<file path="src/rtl/edo_pkg.sv">
package edo_pkg;
   typedef enum logic [2:0] {
      S_IDLE    = 3'd0,
      S_ACT     = 3'd1,
      S_CAS     = 3'd2,
      S_PRE     = 3'd3,
      S_REF_CAS = 3'd4,
      S_REF_RAS = 3'd5,
      S_REF_PRE = 3'd6
   } edo_state_e;
endpackage

</file>
<file path="src/rtl/edo_refresh_tmr.sv">
module edo_refresh_tmr #(
   parameter int INTERVAL = 1950
) (
   input  logic clk,
   input  logic rst_n,
   input  logic ack,
   output logic pending
);
   localparam int CW = $clog2(INTERVAL + 1);

   generate
      if (INTERVAL < 16) begin : g_bad_interval
         $error("refresh interval too short");
      end
   endgenerate

   logic [CW-1:0] tick;
   logic          wrap;

   assign wrap = (tick == CW'(INTERVAL - 1));

   always_ff @(posedge clk) begin
      if (!rst_n) begin
         tick    <= '0;
         pending <= 1'b0;
      end else begin
         tick <= wrap ? '0 : tick + 1'b1;
         if (wrap)     pending <= 1'b1;
         else if (ack) pending <= 1'b0;
      end
   end

   // a due refresh stays requested until the controller starts it
   p_pending_held_r8: assert property (@(posedge clk) disable iff (!rst_n)
      pending && !ack |=> pending);
endmodule

</file>
<file path="src/rtl/edo_open_row.sv">
module edo_open_row #(
   parameter int ROW_W = 12
) (
   input  logic             clk,
   input  logic             rst_n,
   input  logic             open_set,
   input  logic             close,
   input  logic [ROW_W-1:0] row_in,
   input  logic [ROW_W-1:0] cmp_row,
   output logic             is_open,
   output logic [ROW_W-1:0] row_q,
   output logic             hit
);
   always_ff @(posedge clk) begin
      if (!rst_n) begin
         is_open <= 1'b0;
         row_q   <= '0;
      end else if (close) begin
         is_open <= 1'b0;
      end else if (open_set) begin
         is_open <= 1'b1;
         row_q   <= row_in;
      end
   end

   assign hit = is_open && (row_q == cmp_row);

   // a row being closed never reports a hit on the next cycle
   p_closed_no_hit_r7: assert property (@(posedge clk) disable iff (!rst_n)
      close |=> !hit);
endmodule

</file>
<file path="src/rtl/edo_dram_ctrl.sv">
module edo_dram_ctrl #(
   parameter int ROW_W        = 12,
   parameter int COL_W        = 10,
   parameter int DATA_W       = 16,
   parameter int TIMER_W      = 8,
   parameter int T_RCD        = 2,
   parameter int T_CAS        = 3,
   parameter int T_CAC        = 2,
   parameter int T_RP         = 2,
   parameter int T_RAS_REF    = 4,
   parameter int REF_INTERVAL = 1950
) (
   input  logic                   clk,
   input  logic                   rst_n,
   input  logic                   req_valid,
   input  logic                   req_write,
   input  logic [ROW_W+COL_W-1:0] req_addr,
   input  logic [DATA_W/8-1:0]    req_be,
   input  logic [DATA_W-1:0]      req_wdata,
   output logic                   req_ready,
   output logic                   rd_valid,
   output logic [DATA_W-1:0]      rd_data,
   output logic [ROW_W-1:0]       dram_addr,
   output logic                   dram_ras_n,
   output logic                   dram_casl_n,
   output logic                   dram_cash_n,
   output logic                   dram_we_n,
   output logic [DATA_W-1:0]      dram_dq_out,
   output logic                   dram_dq_oe,
   input  logic [DATA_W-1:0]      dram_dq_in
);
   import edo_pkg::*;

   localparam int LANES     = DATA_W / 8;
   localparam int SAMPLE_AT = T_CAS - T_CAC;
   localparam int T_MAX     = (T_RAS_REF > T_CAS) ? T_RAS_REF : T_CAS;

   generate
      if (DATA_W != 16)            begin : g_bad_width  $error("two byte strobes need DATA_W 16"); end
      if (COL_W > ROW_W)           begin : g_bad_col    $error("column wider than address bus"); end
      if (T_CAC < 1 || T_CAC > T_CAS) begin : g_bad_cac $error("T_CAC must be 1..T_CAS"); end
      if (T_RCD < 1 || T_RP < 1 || T_RAS_REF < 1) begin : g_bad_t $error("timings must be >= 1"); end
      if (T_MAX >= (1 << TIMER_W) || T_RCD >= (1 << TIMER_W) || T_RP >= (1 << TIMER_W))
         begin : g_bad_tw $error("TIMER_W too small"); end
   endgenerate

   edo_state_e         state;
   logic [TIMER_W-1:0] cnt;
   logic               after_ref;
   logic [ROW_W-1:0]   lat_row;
   logic [COL_W-1:0]   lat_col;
   logic [LANES-1:0]   lat_be;
   logic               lat_wr;
   logic [DATA_W-1:0]  lat_wdata;
   logic [DATA_W-1:0]  rd_masked;
   logic [ROW_W-1:0]   col_on_bus;

   logic ref_pending, ref_ack;
   logic row_open, row_hit, row_set, row_close;
   logic [ROW_W-1:0] open_row_q;

   assign ref_ack   = (state == S_REF_CAS);
   assign row_set   = (state == S_ACT);
   assign row_close = (state == S_PRE);

   edo_refresh_tmr #(.INTERVAL(REF_INTERVAL)) u_ref (
      .clk(clk), .rst_n(rst_n), .ack(ref_ack), .pending(ref_pending));

   edo_open_row #(.ROW_W(ROW_W)) u_row (
      .clk(clk), .rst_n(rst_n), .open_set(row_set), .close(row_close),
      .row_in(lat_row), .cmp_row(req_addr[ROW_W+COL_W-1:COL_W]),
      .is_open(row_open), .row_q(open_row_q), .hit(row_hit));

   // column onto the shared bus, padded when the bus is wider
   generate
      if (ROW_W > COL_W) begin : g_col_pad
         assign col_on_bus = {{(ROW_W-COL_W){1'b0}}, lat_col};
      end else begin : g_col_full
         assign col_on_bus = lat_col;
      end
   endgenerate

   // per-lane read masking
   generate
      for (genvar ln = 0; ln < LANES; ln++) begin : g_lane
         assign rd_masked[ln*8 +: 8] = lat_be[ln] ? dram_dq_in[ln*8 +: 8] : 8'h00;
      end
   endgenerate

   always_ff @(posedge clk) begin
      if (!rst_n) begin
         state     <= S_IDLE;
         cnt       <= '0;
         after_ref <= 1'b0;
         lat_row   <= '0;
         lat_col   <= '0;
         lat_be    <= '0;
         lat_wr    <= 1'b0;
         lat_wdata <= '0;
         rd_valid  <= 1'b0;
         rd_data   <= '0;
      end else begin
         rd_valid <= 1'b0;
         unique case (state)
            S_IDLE: begin
               if (ref_pending) begin
                  after_ref <= 1'b1;
                  if (row_open) begin
                     state <= S_PRE;
                     cnt   <= TIMER_W'(T_RP - 1);
                  end else begin
                     state <= S_REF_CAS;
                  end
               end else if (req_valid) begin
                  after_ref <= 1'b0;
                  lat_row   <= req_addr[ROW_W+COL_W-1:COL_W];
                  lat_col   <= req_addr[COL_W-1:0];
                  lat_be    <= req_be;
                  lat_wr    <= req_write;
                  lat_wdata <= req_wdata;
                  if (row_hit) begin
                     state <= S_CAS;
                     cnt   <= TIMER_W'(T_CAS - 1);
                  end else if (row_open) begin
                     state <= S_PRE;
                     cnt   <= TIMER_W'(T_RP - 1);
                  end else begin
                     state <= S_ACT;
                     cnt   <= TIMER_W'(T_RCD - 1);
                  end
               end
            end
            S_ACT: begin
               if (cnt == '0) begin
                  state <= S_CAS;
                  cnt   <= TIMER_W'(T_CAS - 1);
               end else cnt <= cnt - 1'b1;
            end
            S_CAS: begin
               if (!lat_wr && cnt == TIMER_W'(SAMPLE_AT)) begin
                  rd_data  <= rd_masked;
                  rd_valid <= 1'b1;
               end
               if (cnt == '0) state <= S_IDLE;
               else cnt <= cnt - 1'b1;
            end
            S_PRE: begin
               if (cnt == '0) begin
                  if (after_ref) state <= S_REF_CAS;
                  else begin
                     state <= S_ACT;
                     cnt   <= TIMER_W'(T_RCD - 1);
                  end
               end else cnt <= cnt - 1'b1;
            end
            S_REF_CAS: begin
               state <= S_REF_RAS;
               cnt   <= TIMER_W'(T_RAS_REF - 1);
            end
            S_REF_RAS: begin
               if (cnt == '0) begin
                  state <= S_REF_PRE;
                  cnt   <= TIMER_W'(T_RP - 1);
               end else cnt <= cnt - 1'b1;
            end
            S_REF_PRE: begin
               if (cnt == '0) state <= S_IDLE;
               else cnt <= cnt - 1'b1;
            end
            default: state <= S_IDLE;
         endcase
      end
   end

   logic ref_cas_low, data_cas;
   assign ref_cas_low = (state == S_REF_CAS) || (state == S_REF_RAS);
   assign data_cas    = (state == S_CAS);

   assign req_ready   = (state == S_IDLE) && !ref_pending;
   assign dram_ras_n  = !((state == S_IDLE && row_open) || state == S_ACT ||
                          data_cas || state == S_REF_RAS);
   assign dram_casl_n = !((data_cas && lat_be[0]) || ref_cas_low);
   assign dram_cash_n = !((data_cas && lat_be[1]) || ref_cas_low);
   assign dram_we_n   = !(data_cas && lat_wr);
   assign dram_dq_oe  = data_cas && lat_wr;
   assign dram_dq_out = lat_wdata;
   assign dram_addr   = data_cas ? col_on_bus :
                        (state == S_IDLE ? open_row_q : lat_row);

   // an accepted request makes the block busy on the next cycle
   p_busy_after_accept_r10: assert property (@(posedge clk) disable iff (!rst_n)
      req_valid && req_ready |=> !req_ready);
   // read data valid is a single-cycle pulse
   p_rd_pulse_r5: assert property (@(posedge clk) disable iff (!rst_n)
      rd_valid |=> !rd_valid);
   // the row strobe stays high at least one cycle after it rises
   p_precharge_min_r7: assert property (@(posedge clk) disable iff (!rst_n)
      $rose(dram_ras_n) |=> dram_ras_n);
   // a row-strobe fall under a low column strobe is a refresh with both strobes low beforehand
   p_cbr_both_r8: assert property (@(posedge clk) disable iff (!rst_n)
      $fell(dram_ras_n) && !dram_casl_n |-> !dram_cash_n && $past(!dram_casl_n));
   // data writes happen only inside an open row
   p_write_in_row_r2: assert property (@(posedge clk) disable iff (!rst_n)
      !dram_we_n |-> !dram_ras_n && (!dram_casl_n || !dram_cash_n));
   // write data is driven whenever write enable is low
   p_we_drives_r4: assert property (@(posedge clk) disable iff (!rst_n)
      !dram_we_n |-> dram_dq_oe);
endmodule

</file>
<file path="config.mk">
export PLATFORM = sky130hd
export DESIGN_NAME = edo_dram_ctrl
export DESIGN_NICKNAME = d
export VERILOG_FILES = /design/src/rtl/edo_pkg.sv /design/src/rtl/edo_refresh_tmr.sv /design/src/rtl/edo_open_row.sv /design/src/rtl/edo_dram_ctrl.sv
export SDC_FILE = /design/constraint.sdc
export NUM_CORES = 1
export LEC_CHECK = 0
export CAP_MARGIN = 20
export CORE_MARGIN = 4
export CORE_UTILIZATION = 44
export CTS_CLUSTER_SIZE = 24
export DETAILED_ROUTE_END_ITERATION = 10
export GPL_TIMING_DRIVEN = 0
export PLACE_DENSITY = 0.76
export SLEW_MARGIN = 20
export SYNTH_ARGS = -nofsm -noshare
export SYNTH_HDL_FRONTEND = slang
export SYNTH_HIERARCHICAL = 1
export SYNTH_SLANG_ARGS = --single-unit
export TNS_END_PERCENT = 10
</file>
<file path="constraint.sdc">
create_clock -name clk -period 1.64 [get_ports clk]
set_input_delay 0.246 -clock clk [delete_from_list [all_inputs] [get_ports clk]]
set_output_delay 0.246 -clock clk [all_outputs]
set_load 0.05 [all_outputs]
</file>
Word-level counts from Yosys, hierarchy flattened
Cells that the tools add are included.

Register bits: 95. Input bits: 60. Output and inout port bits: 51. Word-level logic and storage cells: 100.

Add/subtract/negate cells: 2. Equal/unequal tests: 17. Muxes and demuxes: 30. Bitwise gates (word level): 3. Reduce and logical (&&, ||, !) cells: 34.

Operators by type and width (number): 2-to-1 mux 8 bit (10); one-hot mux 8 bit (6 select lines) (1); 2-to-1 mux 12 bit (2); 2-to-1 mux 3 bit (8); one-hot mux 3 bit (6 select lines) (1); equality test 12 bit (1); adder 11 x 1 -> 11 bit (second input constant) (1); equality test 11 bit (second input constant) (1); AND reduction 5 bit (2); equality test 3 bit (second input constant) (3); equality test 8 x 1 -> 1 bit (second input constant) (1); logical NOT 8 bit (1); AND reduction 2 bit (4); subtractor 8 x 1 -> 8 bit (second input constant) (1); logical AND 1 bit (7); equality test 3 x 2 -> 1 bit (second input constant) (2); logical NOT 1 bit (6); logical OR 1 bit (6); 2-to-1 mux 2 bit (3); != test 2 x 1 -> 1 bit (second input constant) (3); != test 3 x 2 -> 1 bit (second input constant) (2); nonzero test 6 bit (1); OR reduction 2 bit (3); 2-to-1 mux 1 bit (5); 7 further kinds (11).

Logic depth before layout (Yosys ltp)
Gate-level depths: netlist of run 1.

Word-level depth: 6. Mapped depth: 8. Depth with buffers taken out: 7.

Modules after synthesis
The synthesis of run 1 kept the hierarchy.

By module, submodules not included: edo_dram_ctrl (times used 1, cells each 389, area an instance 3200.6 um^2, seq. area each 1401.3 um^2); edo_open_row (times used 1, cells each 73, area an instance 614.3 um^2, seq. area each 260.2 um^2); edo_refresh_tmr (times used 1, cells each 58, area an instance 524.3 um^2, seq. area each 240.2 um^2).

Worst setup path after synthesis of run 1
No wires, ideal clock.

Kind: reg2out. From: register state[1]. To: output port dram_addr[3]. Arrival time: 2.069 ns. Data required time: 1.394 ns. Setup slack: -0.675 ns. Stages on the path, launching flop included: 6. Path buffers: 3. Cell sequence: dfxtp_1 -> buf_6 -> buf_2 -> buf_2 -> mux2i_1 -> o21ai_0.

Word-level cells in the longest chain between the ends: 3. Elaborated cells between the ends (all ways): 4. Classes of those cells: eq/ne: 1; mux: 2; reduce/logical: 1.

RTL lines: start: declaration (line edo_dram_ctrl.sv:47) `edo_state_e state;`; start signal: assignment (line edo_dram_ctrl.sv:92) `state <= S_IDLE;`; start signal: assignment (line edo_dram_ctrl.sv:109) `state <= S_PRE;`; start signal: assignment (line edo_dram_ctrl.sv:112) `state <= S_REF_CAS;`; logical NOT 3 bit (line edo_dram_ctrl.sv:188) `(state == S_IDLE ? open_row_q : lat_row);`; 2-to-1 mux 12 bit (line edo_dram_ctrl.sv:188); 2-to-1 mux 12 bit (*) (line edo_dram_ctrl.sv:187) `assign dram_addr = data_cas ? col_on_bus :`; end: declaration (line edo_dram_ctrl.sv:23) `output logic [ROW_W-1:0] dram_addr,`.

Every way passes the cells marked *; elsewhere a longest branch is shown, timed or not.

Worst setup path in the final report of run 1
From: register state[2]. To: output port dram_addr[11].

The elaborated chain is that of the path after synthesis.

==> out/results.ini, run 1 <==
[setup_path]
critPathLaunch = state[2]$_SDFFE_PN0P_
worstPathMaxFanout = 6
timing_worst_setup_path_type = reg2out
critPathLaunchType = flop
worstReg2RegStart = u_row/row_q[7]$_SDFFE_PN0P_
critical_path_arrival_ns = 1.60
ff2ff_setup_slack_ns = -0.16
critical_path.endpoint = dram_addr[11]
crit-reg2reg-capture = state[0]$_SDFFE_PN0P_
cp_capture_type = output port
worst-endpoint-required_ns = 1.39
r2r.worst_path.cells = 7

[yosys]
post_synthesis_net_count = 585
unique_cell_type_count_in_the_yosys_netlist = 63
per_instance_average_area_after_synthesis_sq_um = 8.34
synth-async-reset-ratio_pct = 0
synth_edf_count = 0
ys.flop_type = sky130_fd_sc_hd__dfxtp_1
ys_ff_latch = 95
syn_inst = 520
synth-warning-count = 6
syn_area_sq_um = 4340
ys_seq_area_share_pct = 43.8

[power_and_ir_drop]
power_density_nw_per_um2 = 1680
vdd_drop_max_mv = 0.975
power.static_leakage_nw = 2.57
p_total_mw = 11.2

[sta]
fin_crit_sh_pct = 113
setup_viol = 71
clock.fmax_mhz = 541
final.min_clock_period_ns = 1.85
layout_setup_ws_ns = -0.207
fin_tns_setup_ns = -5.90
finalClockSkew_ns = 0.0139
finalHoldViolCount = 0
max_slew.worst_pin.slew_ns = 0.579
slew_headroom_pct = 61.4
rsz0062_at_grt = yes
finalMaxSlewViolations = 0

[final_layout]
layout_common_cells = sky130_fd_sc_hd__nand2_1 (124), sky130_fd_sc_hd__dfxtp_1 (83), sky130_fd_sc_hd__a21oi_1 (59), sky130_fd_sc_hd__clkdlybuf4s50_1 (57), sky130_fd_sc_hd__dlygate4sd2_1 (34)
num-fill-cells = 691
insertedDiodeCount = 0
drive_gt1_share_pct = 24.6
final_common_cell = sky130_fd_sc_hd__nand2_1
number_of_nets_at_the_end_of_the_flow = 728
stdcell_area_sq_um = 6640
area_growth_syn_to_layout_pct = 52.9

[grt]
global_route.overflow_total = 0
grt_first_pass_wirelength_um = 22000
gr-usage-all-layers_pct = 23.6
grt_start_max_net_pins = 15
initial_antenna_violation_count = 0
number_of_global_route_vias_before_repair = 4360

[cts]
clock_tree.root_cell = sky130_fd_sc_hd__clkbuf_8
cts.sink_count = 95
clock_pin_slew_worst_setup_and_hold_paths_ns = 0.09
tritoncts = built
clock_tree.htree_level_count = 3
clk_path_buf_depth = 2
clock_latency_ns = 0.36
cts-buffers-inserted = 9

[place]
place_hpwl_um = 9040
portBuffers = 110
dpl-instance-area_sq_um = 5750
gp_congestion = 0.945

[run]
maxcap_viol_count = 0

[die]
boundaryPins = 111
floorplan.die_area_sq_um = 11500
floorplan.die.width_um = 107
num_rows = 35
core_area_sq_um = 9420
die-height_um = 107
initial_utilization_pct = 46.1

[drt]
postRouteAntennaNets = 0
finalWirelength_um = 14400
drt_drc_violations_left = 0
wl_per_cell_um = 18.1
drt-pass1-iter-count = 5
drt_first_iter_violations = 381
via_density = 5.67
dr_total_vias = 4522

[status]
run_status = finished with violations
violations = setup timing

[worst_hold_path]
min-delay-path-class = in2reg

registers in the layout, summed over array words and instances, names as in the netlist:
signal and flops:
u_row/is_open 1, lat_row 12, u_ref/tick 11, after_ref 1, lat_col 10, dram_dq_out 16, rd_data 16, u_row/row_q 12
cnt 8, lat_be 2, state 3, lat_wr 1, rd_valid 1, u_ref/pending 1
cell families (layout without fill, tap and decap cells):
group                    after synthesis  count (layout)  synth area share, %
AND/OR/NAND/NOR                      216             216                 24.0
buffers and inverters                 40             188                 4.41
AO/OA/AOI/OAI                        138             138                 20.7
XOR/XNOR                              15              15                 3.03
multiplexers                          11              11                 2.54
adder cells (fa/ha/maj)                5               5                 1.44
flip-flops                            95              95                 43.8
where the power goes:
group          total [mW]  internal, mW  switching [mW]
Clock                1.64         0.863           0.781
Combinational        6.41          2.69            3.72
Sequential           3.11          2.69           0.419
per-stage QoR:
step,hold WS [ns],setup slack (ns),instances,util [%]
CTS,0.420,-0.201,796,68.2
global route,0.265,-0.282,797,70.5
global placement,0.442,-1.07,759,61.0
floorplan,0.364,-0.215,520,-
detailed placement,0.446,-1.09,759,61.0
finish,0.228,-0.207,797,70.5
metal layers:
metal	wire, um	vias to the layer above	global-route usage [%]
li1	-	2101	-
met1	5960	2125	30.3
met2	6930	246	39.9
met3	1130	50	5.10
met4	421	0	6.85
met5	0	-	0
area by class of cell:
cell class / count / area [sq um] / area share (%)
inverters: 10 / 55.1 / 0.830
flip-flops and latches: 95 / 1930 / 29.1
well taps: 129 / 161 / 2.43
clock buffers: 13 / 139 / 2.09
clock inverters: 3 / 67.6 / 1.02
repair buffers: 133 / 1300 / 19.6
plain buffers: 29 / 298 / 4.49
multi-input cells: 385 / 2680 / 40.4
timing repair:
item | 4_1_cts | 5_1_grt
pin swaps | 14 | 19
gates resized for setup | 231 | 53
buffers inserted | 18 | 2
gates cloned | 3 | 0
endpoints found under the setup margin | 114 | 97
hold buffers | 0 | 0
synthesized netlist by cell type (3+ instances only):
master	number	area share, %
sky130_fd_sc_hd__clkbuf_1	12	1.0
sky130_fd_sc_hd__nand3_1	8	0.92
sky130_fd_sc_hd__a31oi_1	4	0.58
sky130_fd_sc_hd__ha_1	5	1.4
sky130_fd_sc_hd__nand4_1	6	0.87
sky130_fd_sc_hd__xnor2_1	13	2.6
sky130_fd_sc_hd__buf_2	12	1.4
sky130_fd_sc_hd__or3_1	5	0.72
sky130_fd_sc_hd__nand2b_1	6	0.87
sky130_fd_sc_hd__nor3_1	6	0.69
sky130_fd_sc_hd__inv_1	9	0.78
sky130_fd_sc_hd__o21ai_0	20	2.3
sky130_fd_sc_hd__and3_1	5	0.72
sky130_fd_sc_hd__a22o_1	16	3.2
sky130_fd_sc_hd__o31ai_1	3	0.52
sky130_fd_sc_hd__and2_1	4	0.58
sky130_fd_sc_hd__buf_4	3	0.52
sky130_fd_sc_hd__a21oi_1	61	7.0
sky130_fd_sc_hd__nand2_1	137	12
sky130_fd_sc_hd__nor2_1	16	1.4
sky130_fd_sc_hd__mux2i_1	11	2.5
sky130_fd_sc_hd__dfxtp_1	95	44
sky130_fd_sc_hd__a21boi_0	3	0.52
sky130_fd_sc_hd__a21boi_1	10	1.7
sky130_fd_sc_hd__nor4_1	3	0.43
worst max-delay path: stages, from the launching register on:
cell and delay, ns:
sky130_fd_sc_hd__dfxtp_4 0.39, sky130_fd_sc_hd__buf_8 0.11, sky130_fd_sc_hd__clkinvlp_4 0.13, sky130_fd_sc_hd__nand2_8 0.14
sky130_fd_sc_hd__clkbuf_16 0.17, sky130_fd_sc_hd__nand2_4 0.05, sky130_fd_sc_hd__o21ai_4 0.07, sky130_fd_sc_hd__buf_6 0.18
worst min-delay path by stage:
stage / from / endpoint / slack, ns / cells after the start
2_1_floorplan: rst_n / cnt[4]$_SDFFE_PN0P_ / 0.36 / 1
3_3_place_gp: dram_dq_out[6]$_SDFFE_PN0P_ / dram_dq_out[6]$_SDFFE_PN0P_ / 0.44 / 2
3_5_place_dp: dram_dq_out[1]$_SDFFE_PN0P_ / dram_dq_out[1]$_SDFFE_PN0P_ / 0.45 / 2
4_1_cts: req_be[1] / lat_be[1]$_SDFFE_PN0P_ / 0.42 / 3
5_1_grt: req_addr[10] / lat_row[0]$_SDFFE_PN0P_ / 0.26 / 3
6_report: req_addr[10] / lat_row[0]$_SDFFE_PN0P_ / 0.23 / 3
Note: power is estimated with default switching activity, not from simulation.
==> run 2: changes to the inputs <==
--- a/config.mk
+++ b/config.mk
@@ -5,7 +5,7 @@
 export SDC_FILE = /design/constraint.sdc
 export NUM_CORES = 1
 export LEC_CHECK = 0
-export CAP_MARGIN = 20
+export CAP_MARGIN = 5
 export CORE_MARGIN = 4
 export CORE_UTILIZATION = 44
 export CTS_CLUSTER_SIZE = 24
==> constraint.sdc (replaced) <==
create_clock -name clk -period 1.6 [get_ports clk]
set_input_delay 0.24 -clock clk [delete_from_list [all_inputs] [get_ports clk]]
set_output_delay 0.24 -clock clk [all_outputs]
set_load 0.05 [all_outputs]
==> run 2 against run 1 <==
  * The flow still finishes with violations (setup timing)
  * Cell area down 0.38%
  * Combinational power increased by 2%
  * Total power up 1.2%
  * Critical path depth is 1 lower
  * First-iteration DRC count shrank 33%
  * Register-to-register slack got worse by 0.09 ns
  * Global-route usage decreased by 0.73 points
  * Largest power group unchanged
==> out/results.ini, run 2 (synthesis gave the netlist of run 1 again) <==
[sta]
final.min_clock_period_ns = 1.85
max_slew.worst_pin.slew_ns = 0.659
clock.fmax_mhz = 540
slew_headroom_pct = 56.1
layout_setup_ws_ns = -0.251
fin_crit_sh_pct = 116
finalHoldViolCount = 0
fin_tns_setup_ns = -7.19
setup_viol = 94
finalClockSkew_ns = 0.0111
finalMaxSlewViolations = 0
worst_hold_slack_ns = 0.416
rsz0062_at_grt = yes

[worst_hold_path]
holdPathEnd = lat_col[7]$_SDFFE_PN0P_
hold_start = req_addr[7]
hold-path-cell-count = 3
min-delay-path-class = in2reg

[final_layout]
drive_gt1_share_pct = 24.7
num-fill-cells = 697
final_common_cell = sky130_fd_sc_hd__nand2_1
layout_common_cells = sky130_fd_sc_hd__nand2_1 (124), sky130_fd_sc_hd__dfxtp_1 (86), sky130_fd_sc_hd__clkdlybuf4s50_1 (58), sky130_fd_sc_hd__a21oi_1 (57), sky130_fd_sc_hd__dlygate4sd2_1 (34)
number_of_nets_at_the_end_of_the_flow = 728
area_growth_syn_to_layout_pct = 52.4
regArea_sq_um = 1930
multi_input_comb_area_sq_um = 2660
insertedDiodeCount = 0

[drt]
wl_per_cell_um = 17.4
dr_total_vias = 4443
via_density = 5.58
drt_first_iter_violations = 255
drt-pass1-iter-count = 5
postRouteAntennaNets = 0
finalWirelength_um = 13800
drt_drc_violations_left = 0

[cts]
post_cts_hold_buffer_count = 0
clock_tree.htree_level_count = 3
clock_pin_slew_worst_setup_and_hold_paths_ns = 0.10
cts.sink_count = 95
clk_path_buf_depth = 2
clock_tree.root_cell = sky130_fd_sc_hd__clkbuf_8
clock_latency_ns = 0.36
tritoncts = built
cts-buffers-inserted = 9

[setup_path]
critPathLaunch = cnt[1]$_SDFFE_PN0P_
critPathLaunchType = flop
timing_worst_setup_path_type = reg2reg
crit-reg2reg-capture = cnt[0]$_SDFFE_PN0P_
worst-endpoint-required_ns = 1.85
path_cells = inv_4 -> ha_4 -> or4b_4 -> o211ai_1 -> nand4_1 -> a311oi_1
cp_capture_type = flop
critical_path.top_delay_family = simple AND/OR/NAND/NOR gates
ff2ff_setup_slack_ns = -0.25
worstReg2RegStart = cnt[1]$_SDFFE_PN0P_
worst_path_bufs_invs = 1
worstPathMaxFanout = 4
critPathMaxStageDelay_ns = 0.50
critical_path_arrival_ns = 2.10
r2r.worst_path.cells = 6
crit_slowest_cell = sky130_fd_sc_hd__or4b_4

[grt]
initial_antenna_violation_count = 0
grt_start_max_net_pins = 15
global_route.overflow_total = 0
grt_first_pass_wirelength_um = 21000
gr-usage-all-layers_pct = 22.9
number_of_global_route_vias_before_repair = 4332

[power_and_ir_drop]
clkPwrFrac_pct = 14.0
power.static_leakage_nw = 2.56
power_density_nw_per_um2 = 1710
vdd_drop_max_mv = 0.877
power.switching_mw = 4.99
cellInternalPower_mw = 6.30
power.combinational.fraction_pct = 57.6
seqPwrFrac_pct = 28.4
netSwitchingFraction_pct = 44.2

[status]
violations = setup timing
run_status = finished with violations

[die]
boundaryPins = 111
initial_utilization_pct = 46.1
core_area_sq_um = 9420
die-height_um = 107
num_rows = 35
floorplan.die_area_sq_um = 11500
floorplan.die.width_um = 107

[place]
portBuffers = 110
place_hpwl_um = 9060
gp_congestion = 0.928

[run]
maxcap_viol_count = 0

[run 2: cell types whose count changed in the layout (fill, tap and decap cells not counted), sizes merged]
cell / before / now
clkinv: 1 / 3
clkbuf: 24 / 25
clkdlybuf4s50: 57 / 58
bufinv: 2 / 1
clkinvlp: 4 / 1
inv: 6 / 8
dlymetal6s2s: 1 / 0
buf: 59 / 57
[run 2: timing repair]
item	CTS	global route
setup buffers	15	7
pin swaps	19	12
resized for setup	252	29
gates cloned	3	0
endpoints found under the setup margin	126	99
[run 2: per-stage QoR]
stage / power (mW) / instance area, sq um / std cells / setup WS, ns / util (%)
floorplan: 6.47 / 4490 / 520 / -0.255 / -
global placement: 7.73 / 5750 / 759 / -1.00 / 61.1
detailed placement: 7.81 / 5750 / 759 / -1.06 / 61.1
CTS: 10.7 / 6460 / 792 / -0.225 / 68.6
global route: 11.8 / 6610 / 796 / -0.367 / 70.2
finish: 11.3 / 6610 / 796 / -0.251 / 70.2
[run 2: area by class of cell]
type | count | share of cell area, %
Buffer | 27 | 4.05
Clock buffer | 12 | 2.20
Clock inverter | 3 | 0.662
Inverter | 10 | 0.814
Multi-Input combinational cell | 385 | 40.3
Sequential cell | 95 | 29.2
Tap cell | 129 | 2.44
Timing Repair Buffer | 135 | 20.4
[run 2: worst reg2reg max path, delay by kind of cell, from the launching register on]
kind / cells / cell delay (ns)
simple gates: 2 / 0.65
buf+inv: 1 / 0.07
compound gates: 2 / 0.52
flops: 1 / 0.36
fa+ha+maj: 1 / 0.13
[run 2: how the worst max path moves through the flow]
stage,to,slack [ns],depth (start not counted)
after floorplan,dram_dq_out[1]$_SDFFE_PN0P_,-0.25,7
after global placement,dram_addr[11],-1.00,7
after detailed placement,dram_addr[11],-1.06,7
after CTS,dram_addr[11],-0.23,7
after global routing,cnt[0]$_SDFFE_PN0P_,-0.37,6
final,cnt[0]$_SDFFE_PN0P_,-0.25,6
[run 2: per-layer routing]
layer / vias up / routed length (um) / global-route usage, %
met1: 2089 / 5560 / 27.7
met5: - / 0 / 0
li1: 2097 / - / -
met2: 226 / 6740 / 39.2
met3: 31 / 1210 / 5.70
met4: 0 / 331 / 8.49
[run 2: power groups by stage]
stage	clock (mW)	combinational [mW]	sequential, mW
after global routing	1.72	6.85	3.24
after floorplan	0	3.14	3.33
after detailed placement	0	4.68	3.13
final	1.59	6.51	3.20
after global placement	0	4.63	3.10
after CTS	1.61	5.95	3.11
==> run 3: changes to the inputs <==
--- a/config.mk
+++ b/config.mk
@@ -7,11 +7,12 @@
 export LEC_CHECK = 0
 export CAP_MARGIN = 5
 export CORE_MARGIN = 4
-export CORE_UTILIZATION = 44
-export CTS_CLUSTER_SIZE = 24
+export CORE_UTILIZATION = 51
+export CTS_BUF_LIST = sky130_fd_sc_hd__clkbuf_4
+export CTS_CLUSTER_SIZE = 30
 export DETAILED_ROUTE_END_ITERATION = 10
 export GPL_TIMING_DRIVEN = 0
-export PLACE_DENSITY = 0.76
+export PLACE_DENSITY = 0.83
 export SLEW_MARGIN = 20
 export SYNTH_ARGS = -nofsm -noshare
 export SYNTH_HDL_FRONTEND = slang
==> constraint.sdc (replaced) <==
create_clock -name clk -period 2.1 [get_ports clk]
set_input_delay 0.315 -clock clk [delete_from_list [all_inputs] [get_ports clk]]
set_output_delay 0.315 -clock clk [all_outputs]
set_load 0.05 [all_outputs]
==> run 3 against run 2 <==
  * The flow now finishes without violations
  * Die area is 13% lower
  * Via count shrank 3.7%
  * Critical path depth is 2 lower
  * Sequential cell count stayed put
  * Count of clock-buffer cells in the layout is 3 lower
  * Largest power group unchanged
  * Core utilization is 0.36 points lower
  * First-iteration DRC count fell by 22%
  * Combinational power down 44%
  * Register-to-register slack better by 0.29 ns
  * Sequential power shrank 27%
  * Largest cell class unchanged
==> out/results.ini, run 3 (synthesis gave the netlist of run 1 again) <==
[final_layout]
final_common_cell = sky130_fd_sc_hd__nand2_1
area_growth_syn_to_layout_pct = 33.0
utilization_pct = 69.9
number_of_nets_at_the_end_of_the_flow = 708
insertedDiodeCount = 0
drive_gt1_share_pct = 12.4
stdcell_area_sq_um = 5770
layout_common_cells = sky130_fd_sc_hd__nand2_1 (136), sky130_fd_sc_hd__dfxtp_1 (93), sky130_fd_sc_hd__clkdlybuf4s50_1 (92), sky130_fd_sc_hd__a21oi_1 (61)

[place]
place_ws_ns = -0.722
gp_congestion = 0.893
dpl-instance-area_sq_um = 5570
place_hpwl_um = 8890
portBuffers = 110

[sta]
layout_setup_ws_ns = 0.0306
finalClockSkew_ns = 0.0207
worst_hold_slack_ns = 0.396
finalHoldViolCount = 0
clock.fmax_mhz = 483
fin_crit_sh_pct = 98.5
max_slew.worst_pin.slew_ns = 0.595
finalMaxSlewViolations = 0
final.min_clock_period_ns = 2.07
setup_viol = 0
rsz0062_at_grt = yes
slew_headroom_pct = 60.1

[cts]
tritoncts = built
cts.sink_count = 95
clock_tree.root_cell = sky130_fd_sc_hd__clkbuf_4
clk_path_buf_depth = 2
clock_latency_ns = 0.45
clock_tree.htree_level_count = 3
cts-buffers-inserted = 9
post_cts_hold_buffer_count = 0
clock_pin_slew_worst_setup_and_hold_paths_ns = 0.15

[grt]
global_route.overflow_total = 0
gr-usage-all-layers_pct = 23.7
number_of_global_route_vias_before_repair = 4038
grt_start_max_net_pins = 16
grt_first_pass_wirelength_um = 19300
initial_antenna_violation_count = 0

[die]
boundaryPins = 111
initial_utilization_pct = 52.5
core_area_sq_um = 8260
num_rows = 33
floorplan.die.width_um = 100
die-height_um = 100
floorplan.die_area_sq_um = 10000

[setup_path]
worst-endpoint-required_ns = 1.78
crit_slowest_cell = sky130_fd_sc_hd__dlygate4sd2_1
path_cells = buf_4 -> nor3b_4 -> nand2_1 -> dlygate4sd2_1
worstPathMaxFanout = 4
critPathMaxStageDelay_ns = 0.44
timing_worst_setup_path_type = reg2out
critPathLaunchType = flop
critical_path_arrival_ns = 1.75
cp_capture_type = output port

[drt]
postRouteAntennaNets = 0
finalWirelength_um = 12000
drt_drc_violations_left = 0
via_density = 5.69
drt-pass1-iter-count = 5
dr_total_vias = 4280
drt_first_iter_violations = 199
wl_per_cell_um = 16.0

[run]
maxcap_viol_count = 0

[status]
run_status = finished, final reports clean

[power_and_ir_drop]
power_density_nw_per_um2 = 1180
power.static_leakage_nw = 2.08
vdd_drop_max_mv = 0.640

[worst_hold_path]
min-delay-path-class = in2reg

==> run 3: changes by cell type in the layout (fill, tap and decap cells not counted), sizes merged <==
cell,previous run,this run
clkinv,3,6
clkdlybuf4s15,0,1
bufinv,1,0
clkdlybuf4s50,58,92
buf,57,36
dlygate4sd2,34,1
clkinvlp,1,2
clkbuf,25,21
==> run 3: cell type report <==
class	instances	area [sq um]
clock buffers	9	67.6
clock inverters	6	38.8
well taps	105	131
plain buffers	30	220
multi-input cells	385	2270
flip-flops and latches	95	1910
fillers	688	2490
repair buffers	112	1090
inverters	10	43.8
==> run 3: timing repair <==
action	CTS	global route
buffers inserted	0	2
resized for setup	136	20
pin swaps	0	0
endpoints found under the setup margin	20	23
==> run 3: critical path: cells and delay by family (launching register included) <==
family | cells | cell delay [ns]
buf+inv | 2 | 0.59
simple gates | 2 | 0.35
flops | 1 | 0.37
==> run 3: report_power, final <==
part | internal, mW | leakage, nW | total, mW | switching, mW
sequential | 2.08 | 0.774 | 2.35 | 0.274
clock | 0.234 | 0.0592 | 0.846 | 0.613
combinational | 1.38 | 1.25 | 3.63 | 2.26
==> run 3: per-stage QoR <==
| step | total power [mW] | TNS [ns] | instances |
|---|---|---|---|
| 3_3_place_gp | 5.65 | -13.61 | 735 |
| 4_1_cts | 6.66 | -0.00178 | 750 |
| 5_1_grt | 7.20 | -0.0572 | 752 |
| 2_1_floorplan | 4.71 | -2.25 | 520 |
| 6_report | 6.83 | 0 | 752 |
| 3_5_place_dp | 5.73 | -14.42 | 735 |
==> run 3: worst paths after layout <==
kind | from | end | slack (ns) | cells past startpoint
worst max-delay path | state[2]$_SDFFE_PN0P_ | dram_we_n | 0.03 | 4
worst min-delay path | req_addr[7] | lat_col[7]$_SDFFE_PN0P_ | 0.40 | 3
worst max register to register | cnt[0]$_SDFFE_PN0P_ | cnt[6]$_SDFFE_PN0P_ | 0.04 | 6
worst min register to register | dram_dq_out[5]$_SDFFE_PN0P_ | dram_dq_out[5]$_SDFFE_PN0P_ | 0.46 | 2
==> run 3: metal layers <==
| layer | GRT usage [%] | vias up | wire [um] |
|---|---|---|---|
| met1 | 30.2 | 2007 | 5140 |
| met4 | 6.63 | 0 | 161 |
| met5 | 0 | - | 0 |
| met2 | 40.2 | 192 | 5790 |
| met3 | 5.28 | 21 | 958 |
| li1 | - | 2060 | - |
